File: config.mk
export PLATFORM = sky130hd
export DESIGN_NAME = eep_spi_front
export DESIGN_NICKNAME = d
export VERILOG_FILES = /design/src/rtl/eep_pkg.sv /design/src/rtl/eep_spi_sync.sv /design/src/rtl/eep_rom.sv /design/src/rtl/eep_prot_check.sv /design/src/rtl/eep_busy_timer.sv /design/src/rtl/eep_spi_front.sv
export SDC_FILE = /design/constraint.sdc
export NUM_CORES = 1
export LEC_CHECK = 0
export CAP_MARGIN = 20
export CORE_UTILIZATION = 25
export DETAILED_ROUTE_END_ITERATION = 8
export GPL_TIMING_DRIVEN = 0
export HOLD_SLACK_MARGIN = 0.03
export MAX_ROUTING_LAYER = met4
export SLEW_MARGIN = 20
export SYNTH_ARGS = -nofsm -noshare
export SYNTH_HDL_FRONTEND = slang
export SYNTH_SLANG_ARGS = --single-unit
File: constraint.sdc
create_clock -name clk -period 3.4 [get_ports clk]
set_clock_uncertainty 0.2 [all_clocks]
set_input_delay 0.34 -clock clk [delete_from_list [all_inputs] [get_ports clk]]
set_output_delay 0.34 -clock clk [all_outputs]
set_load 0.02 [all_outputs]
File: src/rtl/eep_pkg.sv
package eep_pkg;

  typedef enum logic [2:0] {
    ST_IDLE,
    ST_CMD,
    ST_ADDR,
    ST_DOUT,
    ST_SOUT,
    ST_WST,
    ST_DROP
  } fe_state_t;

  localparam logic [7:0] OP_WR_STATUS = 8'h01;
  localparam logic [7:0] OP_RD_STATUS = 8'h05;

  // read opcode: upper nibble zero, low three bits 011, bit 3 is address bit 8
  function automatic logic is_read_op(input logic [7:0] b);
    return (b[7:4] == 4'h0) && (b[2:0] == 3'b011);
  endfunction

endpackage

File: src/rtl/eep_spi_sync.sv
module eep_spi_sync (
  input  logic clk,
  input  logic rst,
  input  logic cs_n,
  input  logic sck,
  input  logic mosi,
  output logic cs_act,
  output logic cs_fall,
  output logic cs_rise,
  output logic sck_rise,
  output logic sck_fall,
  output logic mosi_s
);
  localparam int NPIN = 3;
  localparam logic [NPIN-1:0] IDLE_LVL = 3'b100; // {cs_n, sck, mosi}

  logic [NPIN-1:0] pin_in;
  logic [NPIN-1:0] st1, st2, st3;

  assign pin_in = {cs_n, sck, mosi};

  genvar g;
  generate
    for (g = 0; g < NPIN; g++) begin : g_pin
      always_ff @(posedge clk) begin
        if (rst) begin
          st1[g] <= IDLE_LVL[g];
          st2[g] <= IDLE_LVL[g];
          st3[g] <= IDLE_LVL[g];
        end else begin
          st1[g] <= pin_in[g];
          st2[g] <= st1[g];
          st3[g] <= st2[g];
        end
      end
    end
  endgenerate

  assign cs_act   = ~st2[2];
  assign cs_fall  = ~st2[2] &  st3[2];
  assign cs_rise  =  st2[2] & ~st3[2];
  assign sck_rise =  st2[1] & ~st3[1];
  assign sck_fall = ~st2[1] &  st3[1];
  assign mosi_s   =  st2[0];

endmodule

File: src/rtl/eep_rom.sv
module eep_rom #(
  parameter int DEPTH   = 512,
  parameter int PAT_MUL = 29,
  parameter int PAT_ADD = 90,
  localparam int AW     = $clog2(DEPTH)
) (
  input  logic          clk,
  input  logic [AW-1:0] addr,
  output logic [7:0]    q
);
  logic [7:0] mem [DEPTH];

  initial begin
    for (int i = 0; i < DEPTH; i++) begin
      mem[i] = 8'((i * PAT_MUL + PAT_ADD) % 256);
    end
  end

  always_ff @(posedge clk) begin
    q <= mem[addr];
  end

endmodule

File: src/rtl/eep_prot_check.sv
module eep_prot_check #(
  parameter int ADDR_W = 9
) (
  input  logic [ADDR_W-1:0] addr,
  input  logic [1:0]        bp,
  output logic              hit
);
  always_comb begin
    unique case (bp)
      2'b00: hit = 1'b0;
      2'b01: hit = addr[ADDR_W-1] & addr[ADDR_W-2];
      2'b10: hit = addr[ADDR_W-1];
      default: hit = 1'b1;
    endcase
  end

endmodule

File: src/rtl/eep_busy_timer.sv
module eep_busy_timer #(
  parameter int CYCLES = 64,
  localparam int CW    = $clog2(CYCLES + 1)
) (
  input  logic clk,
  input  logic rst,
  input  logic start,
  output logic busy
);
  localparam logic [CW-1:0] LOAD = CW'(CYCLES);

  logic [CW-1:0] remain;

  always_ff @(posedge clk) begin
    if (rst) begin
      remain <= '0;
    end else if (start) begin
      remain <= LOAD;
    end else if (remain != '0) begin
      remain <= remain - 1'b1;
    end
  end

  assign busy = (remain != '0);

endmodule

File: src/rtl/eep_spi_front.sv
module eep_spi_front
  import eep_pkg::*;
#(
  parameter int MEM_BYTES   = 512,
  parameter int BUSY_CYCLES = 64,
  parameter int PAT_MUL     = 29,
  parameter int PAT_ADD     = 90,
  localparam int ADDR_W     = $clog2(MEM_BYTES)
) (
  input  logic              clk,
  input  logic              rst,
  input  logic              cs_n,
  input  logic              sck,
  input  logic              mosi,
  output logic              miso,
  output logic              miso_oe,
  input  logic [ADDR_W-1:0] chk_addr,
  output logic              chk_prot
);
  localparam int CNT_W = 5;
  localparam logic [CNT_W-1:0] CNT_MAX  = '1;
  localparam logic [CNT_W-1:0] CNT_OP   = 5'd7;
  localparam logic [CNT_W-1:0] CNT_ARG  = 5'd15;
  localparam logic [CNT_W-1:0] CNT_WRSR = 5'd16;

  logic cs_act, cs_fall, cs_rise, sck_rise, sck_fall, mosi_s;

  eep_spi_sync u_sync (
    .clk      (clk),
    .rst      (rst),
    .cs_n     (cs_n),
    .sck      (sck),
    .mosi     (mosi),
    .cs_act   (cs_act),
    .cs_fall  (cs_fall),
    .cs_rise  (cs_rise),
    .sck_rise (sck_rise),
    .sck_fall (sck_fall),
    .mosi_s   (mosi_s)
  );

  fe_state_t         state;
  logic [CNT_W-1:0]  bit_cnt;
  logic [7:0]        in_sr;
  logic              a8_q;
  logic [ADDR_W-1:0] rd_addr;
  logic [1:0]        bp_q;
  logic [1:0]        bp_pend;
  logic [7:0]        out_sr;
  logic [2:0]        out_cnt;
  logic              miso_q;
  logic              oe_q;

  logic [7:0] in_byte;
  logic [8:0] full_addr;
  logic [7:0] mem_q;
  logic [7:0] status_byte;
  logic [7:0] load_byte;
  logic       busy;
  logic       commit;
  logic       st_sout;
  logic       st_dout;

  assign in_byte     = {in_sr[6:0], mosi_s};
  assign full_addr   = {a8_q, in_byte};
  assign status_byte = {4'b0000, bp_q, 1'b0, busy};
  assign st_sout     = (state == ST_SOUT);
  assign st_dout     = (state == ST_DOUT);
  assign load_byte   = st_sout ? status_byte : mem_q;
  assign commit      = cs_rise && (state == ST_WST) && (bit_cnt == CNT_WRSR);

  eep_rom #(
    .DEPTH   (MEM_BYTES),
    .PAT_MUL (PAT_MUL),
    .PAT_ADD (PAT_ADD)
  ) u_rom (
    .clk  (clk),
    .addr (rd_addr),
    .q    (mem_q)
  );

  eep_busy_timer #(
    .CYCLES (BUSY_CYCLES)
  ) u_busy (
    .clk   (clk),
    .rst   (rst),
    .start (commit),
    .busy  (busy)
  );

  eep_prot_check #(
    .ADDR_W (ADDR_W)
  ) u_prot (
    .addr (chk_addr),
    .bp   (bp_q),
    .hit  (chk_prot)
  );

  always_ff @(posedge clk) begin
    if (rst) begin
      state   <= ST_IDLE;
      bit_cnt <= '0;
      in_sr   <= '0;
      a8_q    <= 1'b0;
      rd_addr <= '0;
      bp_q    <= 2'b00;
      bp_pend <= 2'b00;
      out_sr  <= '0;
      out_cnt <= '0;
      miso_q  <= 1'b0;
      oe_q    <= 1'b0;
    end else if (cs_fall) begin
      state   <= ST_CMD;
      bit_cnt <= '0;
      out_cnt <= '0;
      oe_q    <= 1'b0;
    end else if (cs_rise) begin
      state  <= ST_IDLE;
      oe_q   <= 1'b0;
      miso_q <= 1'b0;
      if (commit) begin
        bp_q <= bp_pend;
      end
    end else if (cs_act) begin
      if (sck_rise && state != ST_IDLE) begin
        in_sr <= in_byte;
        if (bit_cnt != CNT_MAX) begin
          bit_cnt <= bit_cnt + 1'b1;
        end
        unique case (state)
          ST_CMD: begin
            if (bit_cnt == CNT_OP) begin
              if (is_read_op(in_byte)) begin
                a8_q  <= in_byte[3];
                state <= busy ? ST_DROP : ST_ADDR;
              end else if (in_byte == OP_RD_STATUS) begin
                state <= ST_SOUT;
              end else if (in_byte == OP_WR_STATUS && !busy) begin
                state <= ST_WST;
              end else begin
                state <= ST_DROP;
              end
            end
          end
          ST_ADDR: begin
            if (bit_cnt == CNT_ARG) begin
              rd_addr <= full_addr[ADDR_W-1:0];
              state   <= ST_DOUT;
            end
          end
          ST_WST: begin
            if (bit_cnt == CNT_ARG) begin
              bp_pend <= in_byte[3:2];
            end
          end
          default: ;
        endcase
      end
      if (sck_fall && (st_dout || st_sout)) begin
        oe_q    <= 1'b1;
        out_cnt <= out_cnt + 3'd1;
        if (out_cnt == 3'd0) begin
          miso_q <= load_byte[7];
          out_sr <= {load_byte[6:0], 1'b0};
          if (st_dout) begin
            rd_addr <= rd_addr + 1'b1;
          end
        end else begin
          miso_q <= out_sr[7];
          out_sr <= {out_sr[6:0], 1'b0};
        end
      end
    end
  end

  assign miso    = miso_q;
  assign miso_oe = oe_q;

endmodule

* Word level (Yosys, flattened, before mapping)
Memory sizes are Yosys's and may differ from the RTL's. A register that Yosys moved wholly into a read port is not among the register bits.
Cells that the tools add are included.
** Word-level totals
- ROM bits :: 4096
- RAM bits :: 0
- Output and inout bits :: 3
- Word-level logic and storage cells :: 117
- Bits in latches :: 0
- Memories kept :: 1
- Input port bits :: 14
- Bits in registers :: 57
** Memory list
- u_rom.mem :: words 512, width 8, rd ports 1, clocked after Yosys merged registers in 1, write ports 0, RTL line eep_rom.sv:11 : logic [7:0] mem [DEPTH];
** Cells by class
- Eq/ne operators :: 20
- Shifts and indexed selects :: 0
- $add $sub $neg :: 4
- Divide/modulo/power cells :: 0
- Multiplexer cells :: 26
- Reduce and logical (&&, ||, !) cells :: 33
- Order comparisons :: 0
- Bitwise operators :: 11
- Multiply operators :: 0
** Operators with widths (count)
- $mux W9 :: 6
- $mux W8 :: 2
- $mux W7 :: 2
- $mux W3 :: 4
- $reduce_and A3 Y1 :: 4
- $reduce_and A4 Y1 :: 3
- $reduce_and A5 Y1 :: 2
- $add A9 B1 Y9 const B :: 1
- $eq A3 B2 Y1 const B :: 3
- $eq A8 B1 Y1 const B :: 1
- $eq A8 B3 Y1 const B :: 1
- $mux W1 :: 8
- $ne A4 B4 Y1 const B :: 2
- $reduce_and A7 Y1 :: 1
- $reduce_bool A7 Y1 :: 1
- $sub A7 B1 Y7 const B :: 1
- $eq A3 B3 Y1 const B :: 2
- $logic_and A1 B1 Y1 :: 6
- $ne A2 B2 Y1 const B :: 3
- $not A1 Y1 :: 6
- $pmux W3 S2 :: 1
- $reduce_and A6 Y1 :: 1
- $reduce_bool A2 Y1 :: 3
- $reduce_bool A3 Y1 :: 2
- other kinds (22) :: 28

* Depth between registers and ports, before layout
- Word-level depth :: 12
- Depth in mapped cells :: 10
- Mapped depth without buffers :: 8

* Cells and area by module
Synthesis repeated with hierarchy kept, for this count alone.
** Second synthesis, totals
- Cell total of the unflattened synthesis :: 462
- Area, all modules :: 3898.7 µm²
** Modules (own cells, without submodules)
- eep_spi_front :: seq. area each 820.8 µm², instances 1, area each 2249.7 µm², cells each 261
- eep_rom :: seq. area each 160.2 µm², instances 1, area each 1036.0 µm², cells each 136
- eep_busy_timer :: seq. area each 140.1 µm², instances 1, area each 360.3 µm², cells each 41
- eep_spi_sync :: seq. area each 160.2 µm², instances 1, area each 239.0 µm², cells each 21
- eep_prot_check :: seq. area each 0.0 µm², instances 1, area each 13.8 µm², cells each 3

* Least setup slack after synthesis
No wires, ideal clock.
- Kind :: register -> register
- From :: reg u_sync.st2[2]
- To :: reg bp_pend[0]
- Data required time :: 3072 ps
- Library setup time :: 128 ps
- Setup slack :: 848 ps
- Buffers on the path :: 1
- Cell stages (with the launch flop) :: 8
- Clock period less this slack :: 2552 ps
- Data arrival time :: 2224 ps
- Cell sequence :: dfxtp_1 clkbuf_1 inv_1 ha_1 nor4_4 and3_1 mux2i_1 nor2_1
** On the way
- Word-level cells in the longest chain between the ends :: 4
- Elaborated cells between the ends (all ways) :: 6
- Those cells by class :: 5 x bitwise; 1 x reduce/logical
** Ends and longest elaborated chain
- from (decl) :: RTL line eep_spi_sync.sv:18 : logic [NPIN-1:0] st1, st2, st3;
- from (signal, indexed assignment) :: RTL line eep_spi_sync.sv:28 : st2[g] <= IDLE_LVL[g];
- from (signal, indexed assignment) :: RTL line eep_spi_sync.sv:32 : st2[g] <= st1[g];
- $not A1 Y1
- $and A1 B1 Y1 :: RTL line eep_spi_sync.sv:40 : assign cs_fall = ~st2[2] & st3[2];
- $not A1 Y1 (no line)
- $reduce_and A6 Y1 (no line) *
- to (signal assigned) :: RTL line eep_spi_front.sv:153 : bp_pend <= in_byte[3:2];
- to (decl) :: RTL line eep_spi_front.sv:48 : logic [1:0] bp_pend;
Mark *: on every way between the ends. The rest lies on a longest branch, timed or not.
A chain may end at the register's enable or synchronous reset.

==> impl_metrics.py <==
metrics = {
    "floorplan": {
        "die_y_um": 125.3,
        "dieArea_um2": 15700,
        "fp.dieW_um": 125.3,
        "fp.coreArea_um2": 14700,
        "initial_core_util_pct": 25.86,
        "row_count": 44,
        "ios": 17,
    },
    "sta": {
        "hold_slack_ns": 0.2145,
        "final.setup.tns_ns": 0,
        "setup_viol": 0,
        "slew_headroom_pct": 52.10,
        "maxSlewViolCount": 0,
        "finalCriticalPeriod_ns": 3.104,
        "period_share_pct": 91.29,
        "final_hold_viol_count": 0,
        "rsz0062_at_grt": "false",
        "fmax_mhz": 322.2,
        "worst_slew_pin_slew_ns": 0.7131,
    },
    "critical_path": {
        "startpoint_type": "register",
        "critPathKind": "register to register",
        "cp-startpoint": "rd_addr[1]",
        "rrSetupSlack_ns": 0.30,
        "crit_path_max_fanout": 10,
        "worstPathRequired_ns": 3.45,
        "rr_startpoint": "rd_addr[1]",
        "reg2reg_to": "u_rom.q[6]",
        "crit_arrival_ns": 3.15,
        "reg2reg_depth": 8,
        "crit_end": "u_rom.q[6]",
        "crit_path_end_kind": "register",
    },
    "clocking": {
        "clockBufferDepth": 2,
        "worstSkewPairLatency_ns": 0.33,
        "ctsHoldBuffers": 0,
        "cts.sinks": 62,
        "tritoncts.num_buffers": 9,
        "clock-root-buffer": "clkbuf_16",
        "h-tree-depth": 3,
        "cts_resized": 0,
        "post_cts_buffers": 0,
        "cts_tree": "done",
        "path_clk_slew_ns": 0.05,
    },
    "synth": {
        "syn_nets": 492,
        "netlist_instances": 453,
        "synth_top_flop_cell": "dfxtp_1",
        "synth.yosys.seq_area_share_pct": 32.65,
        "synth_edf_count": 0,
        "avgSynthCellArea_um2": 8.391,
        "synthArstFlopShare_pct": 0,
        "yosysUniqueCellTypes": 67,
        "yosysWarnings": 0,
        "synthesis.area_um2": 3801,
        "ys_seq_elements": 62,
    },
    "layout": {
        "syn2layout_area_growth_pct": 16.36,
        "layout-drive-gt1-share_pct": 10.25,
        "final_cells": 662,
        "num_antenna_cells": 0,
        "final_area_um2": 4423,
        "final_util_pct": 30.09,
        "final_nets": 512,
        "fillers": 1494,
    },
    "routing": {
        "postRouteAntennaNets": 0,
        "first_pass_iters": 4,
        "viasPerCell": 4.977,
        "first_iter_violations": 206,
        "routed_wl_mm": 9.468,
        "drc": 0,
        "num_vias": 3295,
        "avgRoutedWirePerCell_um": 14.30,
    },
    "placement": {
        "dp_hpwl_mm": 6.756,
        "portBuffers": 9,
        "place_congestion": 0.9266,
        "dp_cells": 646,
        "post_dp_cell_area_um2": 4121,
    },
    "power_and_ir_drop": {
        "p_leak_nw": 1.597,
        "power_density_nw_per_um2": 443.6,
        "ir_worst_vdd_uv": 434.4,
    },
    "grt": {
        "grt_max_degree": 11,
        "gr-total-overflow": 0,
        "antenna_found_initial": 0,
        "grt_pass1_wl_mm": 15.70,
        "grt_pass1_vias": 3316,
        "track_usage_pct": 12.75,
    },
    "run_status": {
        "outcome": "finished, final reports clean",
    },
    "worst_hold_path": {
        "hp-class": "register to register",
    },
    "job": {
        "drv_cap": 0,
    },
}
sequential cells by signal (all words and copies together) (netlist names), 3 cells and up:
signal and cells:
rd_addr 8, u_rom.q 8, in_sr 7, out_sr 7, u_busy.remain 7, bit_cnt 5, out_cnt 3, state 3
u_sync.st1 3
where the power goes:
group,internal (mW),switching (mW)
Clock,0.603,0.314
Combinational,0.103,0.142
Sequential,0.769,0.0312
Total,1.47,0.487
how the worst min path moves through the flow:
stage | slack (ns) | depth (start not counted) | from | end
final | 0.21 | 1 | u_sync.st1[2] | u_sync.st2[2]
after CTS | 0.22 | 1 | u_sync.st1[2] | u_sync.st2[2]
after floorplan | 0.19 | 1 | u_sync.st1[2] | u_sync.st2[2]
after global placement | 0.20 | 1 | u_sync.st1[2] | u_sync.st2[2]
after detailed placement | 0.20 | 1 | u_sync.st1[2] | u_sync.st2[2]
after global routing | 0.24 | 1 | u_sync.st1[2] | u_sync.st2[2]
cell usage after synthesis (4+ instances only):
cell | n | area (um2)
xor2_1 | 7 | 61.31
nand4_1 | 5 | 31.28
o21ai_0 | 17 | 85.08
nand2b_1 | 13 | 81.33
ha_1 | 25 | 312.8
buf_2 | 10 | 50.05
nor2_1 | 51 | 191.4
nand2_1 | 36 | 135.1
nor3_1 | 11 | 55.05
dfxtp_1 | 62 | 1241
a21oi_1 | 28 | 140.1
nor4_1 | 5 | 31.28
nand3_1 | 12 | 60.06
o31ai_1 | 4 | 30.03
xnor2_1 | 5 | 43.79
or2_2 | 5 | 31.28
clkbuf_1 | 17 | 63.81
o211ai_1 | 4 | 30.03
inv_1 | 25 | 93.84
mux2i_1 | 22 | 220.2
nor2b_1 | 9 | 56.30
a211oi_1 | 11 | 82.58
routing by layer:
layer	routed length, um	track usage, %	vias up
met5	0	-	-
met2	4423	20.41	79
met1	4358	15.35	1552
met3	502	3.338	14
li1	-	-	1650
met4	184	4.735	0
cells in the final DEF, fill, tap and decap left out, drive strengths merged, types with 5 or more instances in the layout:
cell / n
clkdlybuf4s50: 9
clkbuf: 29
xnor2: 5
a311oi: 6
nand4: 5
ha: 25
mux2i: 22
a21oi: 29
nor2b: 9
nor2: 52
inv: 25
nand2b: 13
dfxtp: 62
nor4: 6
buf: 14
nor3: 11
a211oi: 11
nand3: 12
nand2: 37
o21ai: 18
or2: 5
xor2: 7
cells by family after synthesis:
logic type | synth area share, %
AND/OR/NAND/NOR | 22.84
AO/OA/AOI/OAI | 19.19
flip-flops | 32.65
buffers and inverters | 6.451
multiplexers | 7.867
adder cells (fa/ha/maj) | 8.229
XOR/XNOR | 2.765
metrics by stage:
| stage | worst slack [ns] | power (mW) |
|---|---|---|
| 3_3_place_gp | 0.2935 | 1.047 |
| 2_1_floorplan | 0.8480 | 0.9998 |
| 4_1_cts | 0.2887 | 1.983 |
| 6_report | 0.2963 | 1.962 |
| 3_5_place_dp | 0.3115 | 1.058 |
| 5_1_grt | 0.06682 | 2.052 |
worst max-delay path, stage by stage, from the launching register on:
cell and delay [ns]:
dfxtp_1 0.46, clkbuf_1 0.42, inv_1 0.24, ha_1 0.35
clkbuf_1 0.41, a21oi_1 0.13, mux4_2 0.48, o32a_1 0.18
a21oi_1 0.16
cell type report:
type | count | area (um2) | share of cell area [%]
plain buffers | 31 | 147.6 | 3.338
clock buffers | 12 | 256.5 | 5.799
clock inverters | 4 | 45.04 | 1.018
inverters | 26 | 97.59 | 2.207
multi-input cells | 334 | 2315 | 52.33
flip-flops and latches | 62 | 1241 | 28.06
well taps | 184 | 230.2 | 5.205
repair buffers | 9 | 90.09 | 2.037
Power figures use the tool's default switching activity.
